`config.mk`:
```
export PLATFORM = sky130hd
export DESIGN_NAME = bayer_interp
export DESIGN_NICKNAME = d
export VERILOG_FILES = /design/src/rtl/bayer_pkg.sv /design/src/rtl/quality_tap_mux.sv /design/src/rtl/red_site_filter.sv /design/src/rtl/green_site_filter.sv /design/src/rtl/bayer_interp.sv
export SDC_FILE = /design/constraint.sdc
export NUM_CORES = 1
export LEC_CHECK = 0
export BUFFER_PORTS_ARGS = -buffer_cell sky130_fd_sc_hd__buf_2
export CORE_MARGIN = 3
export CORE_UTILIZATION = 50
export CTS_CLUSTER_DIAMETER = 60
export CTS_CLUSTER_SIZE = 8
export DETAILED_ROUTE_END_ITERATION = 16
export PLACE_DENSITY = 0.87
export SLEW_MARGIN = 20
export SYNTH_ARGS = -nofsm -noshare
export SYNTH_HDL_FRONTEND = slang
export SYNTH_SLANG_ARGS = --single-unit
```
`constraint.sdc`:
```
create_clock -name clk -period 13.1 [get_ports clk]
set_input_delay 3.275 -clock clk [delete_from_list [all_inputs] [get_ports clk]]
set_output_delay 3.275 -clock clk [all_outputs]
set_load 0.01 [all_outputs]
```
`src/rtl/bayer_pkg.sv`:
```
`timescale 1ns/1ps
package bayer_pkg;
    localparam int PIX_W    = 8;
    localparam int WIN_ROWS = 5;
    localparam int WIN_COLS = 6;
    localparam int WIN_BITS = PIX_W * WIN_ROWS * WIN_COLS;
    localparam int GUARD_W  = 3;
    localparam int ACC_W    = PIX_W + GUARD_W;
    localparam int PIX_MAX  = (1 << PIX_W) - 1;

    // shift amounts realising weight/8
    localparam int SH_W4 = 1;
    localparam int SH_W2 = 2;
    localparam int SH_W1 = 3;
    localparam int SH_WH = 4;

    // window coordinates of the two target sites
    localparam int ROW_C = 2;
    localparam int COL_R = 2;
    localparam int COL_G = 3;

    typedef logic [PIX_W-1:0]        pix_t;
    typedef logic signed [ACC_W-1:0] acc_t;

    typedef enum logic [1:0] {
        TAP_FULL = 2'd0,
        TAP_MID  = 2'd1,
        TAP_BIL  = 2'd2
    } tap_sel_e;

    typedef struct packed {
        pix_t g_at_r;
        pix_t b_at_r;
        pix_t r_at_g;
        pix_t b_at_g;
    } site_out_t;

    function automatic tap_sel_e decode_mode(input logic [1:0] m);
        if (m[1]) return TAP_BIL;
        if (m[0]) return TAP_MID;
        return TAP_FULL;
    endfunction

    // weight applied as a truncating shift ahead of the adders
    function automatic acc_t tap(input pix_t p, input int sh);
        logic [ACC_W-1:0] wide;
        wide = ACC_W'(p);
        return $signed(wide >> sh);
    endfunction

    function automatic pix_t clamp_pix(input acc_t v);
        if (v < 0) return '0;
        if (v > acc_t'(PIX_MAX)) return pix_t'(PIX_MAX);
        return v[PIX_W-1:0];
    endfunction
endpackage

```
`src/rtl/quality_tap_mux.sv`:
```
`timescale 1ns/1ps
module quality_tap_mux
    import bayer_pkg::*;
(
    input  tap_sel_e sel,
    input  acc_t     full_sum,
    input  acc_t     mid_sum,
    input  acc_t     bil_sum,
    output acc_t     y
);
    always_comb begin
        unique case (sel)
            TAP_BIL: y = bil_sum;
            TAP_MID: y = mid_sum;
            default: y = full_sum;
        endcase
    end
endmodule

```
`src/rtl/red_site_filter.sv`:
```
`timescale 1ns/1ps
module red_site_filter
    import bayer_pkg::*;
(
    input  tap_sel_e   sel,
    input  pix_t [3:0] nb,       // four bilinear neighbours, weight 2
    input  pix_t       centre,   // centre red
    input  pix_t [1:0] far_h,    // horizontal reds at distance two
    input  pix_t [1:0] far_v,    // vertical reds at distance two
    output acc_t       y
);
    acc_t s1, s2, s3, s4;

    always_comb begin
        s1 = tap(nb[0], SH_W2) + tap(nb[1], SH_W2);
        s2 = s1 + tap(nb[2], SH_W2) + tap(nb[3], SH_W2);          // bilinear
        s3 = s2 + tap(centre, SH_W2) - tap(far_h[0], SH_W1) - tap(far_h[1], SH_W1);
        s4 = s3 + tap(centre, SH_W2) - tap(far_v[0], SH_W1) - tap(far_v[1], SH_W1);
    end

    quality_tap_mux u_mux (
        .sel      (sel),
        .full_sum (s4),
        .mid_sum  (s3),
        .bil_sum  (s2),
        .y        (y)
    );
endmodule

```
`src/rtl/green_site_filter.sv`:
```
`timescale 1ns/1ps
module green_site_filter
    import bayer_pkg::*;
(
    input  tap_sel_e   sel,
    input  pix_t [1:0] near,     // same-colour pair, weight 4
    input  pix_t       centre,   // centre green
    input  pix_t [1:0] far_a,    // distance-two greens, weight -1, all modes
    input  pix_t [1:0] far_b,    // distance-two greens, weight +1/2, full only
    input  pix_t [1:0] diag_a,   // diagonal greens from the reduced mode on
    input  pix_t [1:0] diag_b,   // diagonal greens in the full mode only
    output acc_t       y
);
    acc_t cg, s1, s2, s3, s4;

    always_comb begin
        // centre weight scaled so each mode keeps a zero-sum gradient
        cg = (sel == TAP_BIL) ? tap(centre, SH_W2) : tap(centre, SH_W4);
        s1 = tap(near[0], SH_W4) + tap(near[1], SH_W4);           // bilinear
        s2 = s1 + cg - tap(far_a[0], SH_W1) - tap(far_a[1], SH_W1);
        s3 = s2 - tap(diag_a[0], SH_W1) - tap(diag_a[1], SH_W1);
        s4 = s3 + tap(centre, SH_W1) + tap(far_b[0], SH_WH) + tap(far_b[1], SH_WH)
                - tap(diag_b[0], SH_W1) - tap(diag_b[1], SH_W1);
    end

    quality_tap_mux u_mux (
        .sel      (sel),
        .full_sum (s4),
        .mid_sum  (s3),
        .bil_sum  (s2),
        .y        (y)
    );
endmodule

```
`src/rtl/bayer_interp.sv`:
```
`timescale 1ns/1ps
module bayer_interp
    import bayer_pkg::*;
(
    input  logic                clk,
    input  logic                rst,
    input  logic [1:0]          mode,
    input  logic [WIN_BITS-1:0] win,
    output logic [PIX_W-1:0]    g_at_r,
    output logic [PIX_W-1:0]    b_at_r,
    output logic [PIX_W-1:0]    r_at_g,
    output logic [PIX_W-1:0]    b_at_g
);
    localparam int N_SITE_OUT = 2;

    pix_t     px [WIN_ROWS][WIN_COLS];
    tap_sel_e sel;

    always_comb begin
        for (int r = 0; r < WIN_ROWS; r++) begin
            for (int c = 0; c < WIN_COLS; c++) begin
                px[r][c] = win[(r*WIN_COLS + c)*PIX_W +: PIX_W];
            end
        end
    end

    assign sel = decode_mode(mode);

    // red site: index 0 = green estimate, 1 = blue estimate
    pix_t [N_SITE_OUT-1:0][3:0] rs_nb;
    pix_t [1:0]                 rs_far_h, rs_far_v;
    acc_t                       rs_y [N_SITE_OUT];

    assign rs_nb[0]  = {px[ROW_C-1][COL_R], px[ROW_C+1][COL_R],
                        px[ROW_C][COL_R-1], px[ROW_C][COL_R+1]};
    assign rs_nb[1]  = {px[ROW_C-1][COL_R-1], px[ROW_C-1][COL_R+1],
                        px[ROW_C+1][COL_R-1], px[ROW_C+1][COL_R+1]};
    assign rs_far_h  = {px[ROW_C][COL_R-2], px[ROW_C][COL_R+2]};
    assign rs_far_v  = {px[ROW_C-2][COL_R], px[ROW_C+2][COL_R]};

    for (genvar k = 0; k < N_SITE_OUT; k++) begin : g_red_site
        red_site_filter u_filt (
            .sel    (sel),
            .nb     (rs_nb[k]),
            .centre (px[ROW_C][COL_R]),
            .far_h  (rs_far_h),
            .far_v  (rs_far_v),
            .y      (rs_y[k])
        );
    end

    // green site: index 0 = red estimate, 1 = blue estimate (axes swapped)
    pix_t [N_SITE_OUT-1:0][1:0] gs_near, gs_far_a, gs_far_b;
    pix_t [1:0]                 gs_diag_a, gs_diag_b;
    pix_t [1:0]                 g_horiz2, g_vert2;
    acc_t                       gs_y [N_SITE_OUT];

    assign g_horiz2    = {px[ROW_C][COL_G-2], px[ROW_C][COL_G+2]};
    assign g_vert2     = {px[ROW_C-2][COL_G], px[ROW_C+2][COL_G]};
    assign gs_near[0]  = {px[ROW_C][COL_G-1], px[ROW_C][COL_G+1]};
    assign gs_near[1]  = {px[ROW_C-1][COL_G], px[ROW_C+1][COL_G]};
    assign gs_far_a[0] = g_horiz2;
    assign gs_far_b[0] = g_vert2;
    assign gs_far_a[1] = g_vert2;
    assign gs_far_b[1] = g_horiz2;
    assign gs_diag_a   = {px[ROW_C-1][COL_G-1], px[ROW_C+1][COL_G+1]};
    assign gs_diag_b   = {px[ROW_C-1][COL_G+1], px[ROW_C+1][COL_G-1]};

    for (genvar k = 0; k < N_SITE_OUT; k++) begin : g_green_site
        green_site_filter u_filt (
            .sel    (sel),
            .near   (gs_near[k]),
            .centre (px[ROW_C][COL_G]),
            .far_a  (gs_far_a[k]),
            .far_b  (gs_far_b[k]),
            .diag_a (gs_diag_a),
            .diag_b (gs_diag_b),
            .y      (gs_y[k])
        );
    end

    site_out_t q;

    always_ff @(posedge clk) begin
        if (rst) begin
            q <= '0;
        end else begin
            q.g_at_r <= clamp_pix(rs_y[0]);
            q.b_at_r <= clamp_pix(rs_y[1]);
            q.r_at_g <= clamp_pix(gs_y[0]);
            q.b_at_g <= clamp_pix(gs_y[1]);
        end
    end

    assign g_at_r = q.g_at_r;
    assign b_at_r = q.b_at_r;
    assign r_at_g = q.r_at_g;
    assign b_at_g = q.b_at_g;
endmodule

```
==> flow_metrics.py, run 1 <==
metrics = {
    "place": {
        "dp_cells": 1650,
        "place_area_sq_um": 11200,
        "place_congestion": 0.960,
        "dp_hpwl_mm": 24.2,
        "port_buffers": 140,
    },
    "timing": {
        "setup_tns_ns": 0,
        "setup_viol_count_final": 0,
        "min_period_over_period_pct": 88.8,
        "max_freq_ghz": 0.0860,
        "slew-limit-headroom_pct": 25.7,
        "fin_crit_ns": 11.63,
        "grt_setup_unrepaired": "false",
        "final_max_slew_viol_count": 0,
        "worstMarginPinSlew_ns": 1.10,
        "final_hold_viol_count": 0,
    },
    "synth": {
        "synth_nets": 1769,
        "synth.distinct_cells": 81,
        "synth.most_common_cell": "inv_1",
        "ys_ff_latch": 32,
        "synthTopCellsByCount": "inv_1 (285), ha_1 (148), fa_1 (119)",
        "synthFlopType": "dfxtp_1",
        "post_synth_main_area_contributors": "fa_1 (23%), ha_1 (18%), inv_1 (10%), dfxtp_1 (6.3%), a21oi_1 (5.3%)",
        "async_reset_ff_share_pct": 0,
        "yosys_warnings": 0,
        "synth.cell_area_sq_um": 10200,
        "yosysTopAreaCell": "fa_1",
        "synth_edf_count": 0,
        "syn-instance-count": 1258,
        "synth_area_per_cell_sq_um": 8.14,
        "synth_top_area_share_pct": 23.3,
        "synth-seq-area-share_pct": 6.26,
    },
    "floorplan": {
        "rows": 51,
        "die-area_sq_um": 22200,
        "core_sq_um": 19800,
        "die_x_um": 149,
        "die_h_um": 149,
        "initial_core_util_pct": 51.7,
        "ios": 276,
    },
    "setup_path": {
        "critPathMaxFanout": 9,
        "startpoint": "win[115]",
        "critPathCaptureType": "flop",
        "cpMostUsedCell": "fa_1",
        "worstSetupStartpointType": "primary input",
        "critical_path_class": "primary input to flop",
        "endpoint": "r_at_g[4]",
        "crit_required_ns": 13.30,
        "critPathMaxStageDelay_ns": 0.57,
        "crit_slowest_cell": "or4_1",
        "arrival_ns": 11.83,
    },
    "routing": {
        "totalWireLength_mm": 27.9,
        "drc": 0,
        "drtAntennaViolNets": 0,
        "first_pass_iters": 5,
        "via_per_inst": 5.59,
        "num_vias": 9285,
        "post_drt_wl_per_cell_um": 16.8,
        "drt_iter0_markers": 643,
    },
    "layout": {
        "drive_gt1_share_pct": 13.3,
        "final_cell_area_sq_um": 11400,
        "fin_nets": 1903,
        "syn2layout_area_growth_pct": 11.1,
        "finalNonFillerCells": 1661,
    },
    "clock_tree": {
        "cts_tree": "yes",
        "cts_buffers": 5,
        "cts-root-buf": "clkbuf_16",
        "cts_hold_buf": 0,
        "clk_pin_slew_ns": 0.06,
        "cts_setup_buffers": 0,
        "cts.sinks": 32,
        "cts_buffer_depth": 2,
        "cts.repair.resized": 0,
        "htreeDepth": 2,
    },
    "run": {
        "drv_cap": 0,
    },
    "grt": {
        "grt_pass1_wl_mm": 44.7,
        "grt_use_total_pct": 25.2,
        "antenna_found_initial": 2,
        "grt-ovfl-total": 0,
        "grt_pass1_vias": 9326,
        "grt_start_max_net_pins": 63,
    },
    "run_status": {
        "status": "complete, no violations",
    },
    "worst_hold_path": {
        "worstHoldPathType": "primary input to flop",
    },
}
## cell type report
class / count / area [sq um]
clock buffer: 8 / 146
sequential: 32 / 641
tap: 265 / 332
antenna: 3 / 7.51
multi-input combinational: 922 / 8440
timing repair buffer: 145 / 738
inverter: 286 / 1070
fill: 1740 / 8410
## critical path, delay by kind of cell
family / cells / cell delay, ns
simple gates: 8 / 2.12
buf+inv: 5 / 0.41
fa+ha+maj: 10 / 4.28
compound gates: 6 / 1.54
xor+xnor: 1 / 0.19
## kinds of logic after synthesis
group / Yosys count / share of synthesized area [%]
AO/OA/AOI/OAI: 311 / 20.1
buffers and inverters: 304 / 11.3
adder cells (fa/ha/maj): 267 / 41.4
AND/OR/NAND/NOR: 237 / 11.3
XOR/XNOR: 88 / 7.68
flip-flops: 32 / 6.26
multiplexers: 19 / 1.92
## routing by layer
metal	wire, um	part of all wire [%]	vias up	track usage (%)
li1	-	-	4425	-
met5	0	0	-	0
met4	976	3.5	0	8.88
met1	10700	38	4412	31.4
met2	13800	49	374	44.6
met3	2440	8.7	74	3.77
## registers in the layout, summed over array words and instances, names as in the netlist
register / count
b_at_g: 8
g_at_r: 8
r_at_g: 8
b_at_r: 8
## cells in the final DEF, fill, tap and decap left out, types with 10 or more instances in the layout
master      n
o21a_1     18
buf_2     140
a21o_1     22
nor3_1     26
inv_1     285
dfxtp_1    32
nand3_1    12
o21bai_1   14
xnor2_1    55
nor2b_1    19
xor2_1     31
a21oi_1   109
nand2b_1   10
nor2_1     84
o21ai_0    59
a211oi_1   13
mux2i_1    14
ha_1      148
fa_1      119
nand2_1    43
## how the worst min path moves through the flow
stage | startpoint | to | slack, ns | cells after the start
global placement | b_at_r[4] | b_at_r[4] | 3.67 | 1
finish | rst | b_at_r[5] | 3.42 | 2
floorplan | b_at_g[0] | b_at_g[0] | 3.58 | 0
global route | rst | b_at_r[5] | 3.40 | 2
CTS | rst | b_at_r[6] | 3.39 | 2
detailed placement | g_at_r[2] | g_at_r[2] | 3.67 | 1
## through the flow
| stage | hold WS [ns] | util, % | setup WS [ns] |
|---|---|---|---|
| after global placement | 3.67 | 56.7 | 1.36 |
| after global routing | 3.40 | 57.5 | 1.00 |
| after detailed placement | 3.67 | 56.7 | 1.29 |
| after CTS | 3.39 | 57.5 | 1.54 |
| final | 3.42 | 57.5 | 1.47 |
| after floorplan | 3.58 | - | 2.33 |
Power of run 1 is left out: the tool's default activity adds up to more than one toggle a clock period on the data nets, which glitch-free logic cannot reach.
==> inputs of run 2 (changes only) <==
Settings changed: CORE_UTILIZATION 50 to 40, PLACE_DENSITY 0.87 to 0.74.
==> run 2 against run 1 <==
  * Fmax decreased by 1.1%
  * Wire length grew 0.48%
  * Setup slack lost 0.13 ns
==> flow_metrics.py, run 2 (synthesis gave the netlist of run 1 again) <==
metrics = {
    "place": {
        "dp_hpwl_mm": 24.6,
        "place_congestion": 0.919,
        "dp_cells": 1708,
        "port_buffers": 140,
    },
    "timing": {
        "worstMarginPinSlew_ns": 1.04,
        "fin_crit_ns": 11.77,
        "setup_viol_count_final": 0,
        "max_freq_ghz": 0.0850,
        "final_max_slew_viol_count": 0,
        "setup_tns_ns": 0,
        "slew-limit-headroom_pct": 30.1,
        "holdWs_ns": 3.42,
        "final_hold_viol_count": 0,
        "grt_setup_unrepaired": "false",
        "min_period_over_period_pct": 89.8,
    },
    "clock_tree": {
        "clk_pin_slew_ns": 0.06,
        "cts.sinks": 32,
        "cts_setup_buffers": 0,
        "htreeDepth": 2,
        "cts.repair.resized": 0,
        "cts_hold_buf": 0,
        "cts_buffers": 5,
        "cts-root-buf": "clkbuf_16",
        "cts_buffer_depth": 2,
        "cts_tree": "yes",
    },
    "setup_path": {
        "critPathMaxStageDelay_ns": 0.67,
        "critical_path_class": "primary input to flop",
        "arrival_ns": 11.95,
        "crit_required_ns": 13.28,
        "crit_slowest_cell": "a2111oi_1",
        "cpMostUsedCell": "fa_1",
        "worstSetupStartpointType": "primary input",
        "critPathCaptureType": "flop",
        "critPathMaxFanout": 6,
    },
    "floorplan": {
        "core_sq_um": 24700,
        "die-area_sq_um": 27500,
        "initial_core_util_pct": 41.4,
        "die_x_um": 166,
        "rows": 57,
        "die_h_um": 166,
        "ios": 276,
    },
    "layout": {
        "finalNonFillerCells": 1715,
        "syn2layout_area_growth_pct": 11.8,
        "fin_nets": 1902,
        "drive_gt1_share_pct": 13.3,
        "mostFrequentLayoutCells": "inv_1 (285), ha_1 (148), buf_2 (140)",
        "num-fill-cells": 2405,
        "final_util_pct": 46.2,
        "layout_commonest_cell": "inv_1",
        "antenna_cells": 0,
    },
    "run_status": {
        "status": "complete, no violations",
    },
    "worst_hold_path": {
        "hold_start": "rst",
        "min_to": "b_at_r[7]",
        "worstHoldPathType": "primary input to flop",
        "whs_path_depth": 2,
    },
    "routing": {
        "via_per_inst": 5.31,
        "drt_iter0_markers": 515,
        "post_drt_wl_per_cell_um": 16.3,
        "drc": 0,
        "drtAntennaViolNets": 0,
        "totalWireLength_mm": 28.0,
        "num_vias": 9115,
        "first_pass_iters": 5,
    },
    "grt": {
        "grt_use_met1_pct": 25.1,
        "antenna_found_initial": 0,
        "grt_use_total_pct": 20.1,
        "grt_start_max_net_pins": 62,
        "grt_util_met2_pct": 36.3,
        "use_met3_pct": 3.19,
        "grt_pass1_vias": 9402,
        "grt-ovfl-total": 0,
        "grt_pass1_wl_mm": 45.2,
        "busiest_layer": "met2",
    },
    "run": {
        "drv_cap": 0,
    },
}
run 2: cell count changes in the layout (fill, tap and decap cells not counted), sizes merged:
cell    before  now
diode        3    0
clkbuf       8    7
buf        145  144
run 2: layout make-up:
class | count | area [sq um] | share of cell area, %
Clock buffer | 7 | 153 | 1.33
Multi-Input combinational cell | 922 | 8440 | 73.8
Timing Repair Buffer | 144 | 731 | 6.39
Tap cell | 324 | 405 | 3.54
Sequential cell | 32 | 641 | 5.60
Inverter | 286 | 1070 | 9.38
run 2: how the worst max path moves through the flow:
stage	cells after the start	endpoint	startpoint	slack [ns]
finish	29	r_at_g[4]	win[113]	1.33
detailed placement	29	r_at_g[4]	win[113]	1.10
floorplan	28	r_at_g[0]	win[113]	2.33
global placement	29	r_at_g[4]	win[113]	1.34
CTS	29	r_at_g[4]	win[113]	1.40
global route	30	r_at_g[4]	win[115]	0.86
run 2: through the flow:
stage	setup slack (ns)	cell area (sq um)
global placement	1.34	11300
global route	0.861	11400
CTS	1.40	11400
floorplan	2.33	10200
detailed placement	1.10	11300
finish	1.33	11400
run 2: critical path: cells and delay by family:
| family | cells | cell delay, ns |
|---|---|---|
| simple gates | 8 | 2.06 |
| xor+xnor | 1 | 0.16 |
| buf+inv | 4 | 0.29 |
| compound gates | 5 | 1.55 |
| fa+ha+maj | 11 | 4.60 |
run 2: metal layers:
metal  routed length, um  vias up
met5                   0        -
met4                 657        0
met3                1980       51
met2               13800      315
met1               11600     4337
li1                    -     4412
Power of run 2 is left out for the same reason.
==> inputs of run 3 (changes only) <==
Settings changed: ABC_AREA set to 1, PLACE_DENSITY 0.74 to 0.73, SLEW_MARGIN 20 to 5.
==> run 3 against run 2 <==
  * Clock-buffer cell count fell by 2
  * Critical endpoint is now b_at_g[0]
  * Core utilization fell by 0.69 points
  * Critical path depth rose by 5
  * Largest cell class unchanged
==> flow_metrics.py, run 3 <==
metrics = {
    "floorplan": {
        "die_x_um": 167,
        "rows": 58,
        "die-area_sq_um": 27700,
        "initial_core_util_pct": 40.8,
        "ios": 276,
        "die_h_um": 167,
        "core_sq_um": 25300,
    },
    "timing": {
        "min_period_over_period_pct": 81.5,
        "final_hold_viol_count": 0,
        "setup_tns_ns": 0,
        "slew-limit-headroom_pct": 31.1,
        "max_freq_ghz": 0.0937,
        "worstMarginPinSlew_ns": 1.03,
        "fin_crit_ns": 10.68,
        "setup_viol_count_final": 0,
        "grt_setup_unrepaired": "false",
        "final_max_slew_viol_count": 0,
    },
    "routing": {
        "post_drt_wl_per_cell_um": 15.1,
        "via_per_inst": 4.99,
        "wl_met3_mm": 2.31,
        "first_pass_iters": 5,
        "route.met2.wl_mm": 13.7,
        "drc": 0,
        "drt_iter0_markers": 529,
        "num_vias": 9433,
        "wl_met1_mm": 11.6,
        "top_layer": "met5",
        "drtAntennaViolNets": 0,
        "totalWireLength_mm": 28.6,
    },
    "setup_path": {
        "critical_path_class": "primary input to flop",
        "worstSetupStartpointType": "primary input",
        "startpoint": "mode[1]",
        "crit_slowest_cell": "fa_1",
        "critPathMaxFanout": 28,
        "arrival_ns": 10.85,
        "critPathCaptureType": "flop",
        "crit_required_ns": 13.27,
        "cpMostUsedCell": "fa_1",
        "critPathMaxStageDelay_ns": 0.55,
    },
    "grt": {
        "grt_pass1_vias": 9523,
        "grt-ovfl-total": 0,
        "grt_start_max_net_pins": 29,
        "antenna_found_initial": 5,
        "grt_use_total_pct": 20.8,
        "grt_pass1_wl_mm": 46.7,
    },
    "synth": {
        "synth.distinct_cells": 51,
        "synth-seq-area-share_pct": 6.21,
        "async_reset_ff_share_pct": 0,
        "synthTopCellsByCount": "inv_1 (380), nand2_1 (207), ha_1 (148)",
        "synth_area_per_cell_sq_um": 7.27,
        "ys_ff_latch": 32,
        "synth.most_common_cell": "inv_1",
        "synth_top_area_share_pct": 23.1,
        "synth_nets": 1930,
        "synth_edf_count": 0,
        "post_synth_main_area_contributors": "fa_1 (23%), ha_1 (18%), inv_1 (14%), nand2_1 (7.5%), dfxtp_1 (6.2%)",
        "syn-instance-count": 1419,
        "synthFlopType": "dfxtp_1",
        "synth.cell_area_sq_um": 10300,
        "yosys_warnings": 0,
        "yosysTopAreaCell": "fa_1",
    },
    "place": {
        "port_buffers": 140,
        "place_congestion": 0.970,
        "dp_hpwl_mm": 25.2,
    },
    "clock_tree": {
        "cts_buffer_depth": 2,
        "cts.sinks": 32,
        "cts-root-buf": "clkbuf_16",
        "clk_pin_slew_ns": 0.05,
        "cts_setup_buffers": 0,
        "cts.repair.resized": 0,
        "htreeDepth": 2,
        "cts_buffers": 5,
        "cts_hold_buf": 0,
        "cts_tree": "yes",
    },
    "layout": {
        "num-fill-cells": 2547,
        "multi_input_area_sq_um": 8140,
        "layout_commonest_cell": "inv_1",
        "mostFrequentLayoutCells": "inv_1 (380), nand2_1 (207), ha_1 (148)",
        "syn2layout_area_growth_pct": 11.6,
        "fin_nets": 2069,
        "seq_area_sq_um": 641,
        "drive_gt1_share_pct": 14.5,
    },
    "worst_hold_path": {
        "min_to": "g_at_r[7]",
        "whs_path_depth": 4,
        "hold_start": "rst",
        "worstHoldPathType": "primary input to flop",
    },
    "run": {
        "drv_cap": 0,
    },
    "run_status": {
        "status": "complete, no violations",
    },
}
## run 3: worst max path at each step
stage	depth (start not counted)	end
floorplan	35	b_at_g[0]
detailed placement	34	b_at_g[1]
CTS	29	r_at_g[4]
global placement	34	b_at_g[0]
finish	34	b_at_g[0]
global route	29	r_at_g[4]
## run 3: layer usage
layer  vias up  global-route usage, %
li1       4660                      -
met1      4368                   25.3
met2       338                   36.3
met3        65                   4.82
met4         2                   6.81
met5         -                      0
## run 3: cell families after synthesis
family | count (synthesis) | synth area share [%]
and+or+nand+nor | 448 | 19.7
buffers and inverters | 395 | 14.8
adders and majority gates | 267 | 41.1
AOI/OAI and AO/OA | 202 | 11.7
xor gates and xnor gates | 75 | 6.52
DFF | 32 | 6.21
## run 3: metrics by stage
step / worst slack [ns] / hold slack, ns / cells / area [sq um] / utilization (%)
final: 2.42 / 3.50 / 1891 / 11500 / 45.5
after global routing: 1.82 / 3.55 / 1891 / 11500 / 45.5
after CTS: 2.45 / 3.51 / 1886 / 11500 / 45.5
after detailed placement: 2.20 / 3.67 / 1881 / 11400 / 45.0
after global placement: 2.24 / 3.67 / 1881 / 11400 / 45.0
after floorplan: 3.02 / 3.51 / 1419 / 10300 / -
## run 3: cell type report
class                   count  share of cell area (%)
multi-input cells         992                    70.8
inverters                 383                    12.5
repair buffers            144                    6.35
flip-flops and latches     32                    5.57
well taps                 330                    3.59
clock buffers               5                    1.09
diodes                      5                   0.109
## run 3: worst max-delay path: cells and delay by family
family / cells / cell delay, ns
simple gates: 7 / 0.71
buf+inv: 8 / 0.80
fa+ha+maj: 10 / 4.16
xor+xnor: 3 / 0.66
compound gates: 6 / 1.19
Power of run 3 is left out for the same reason.
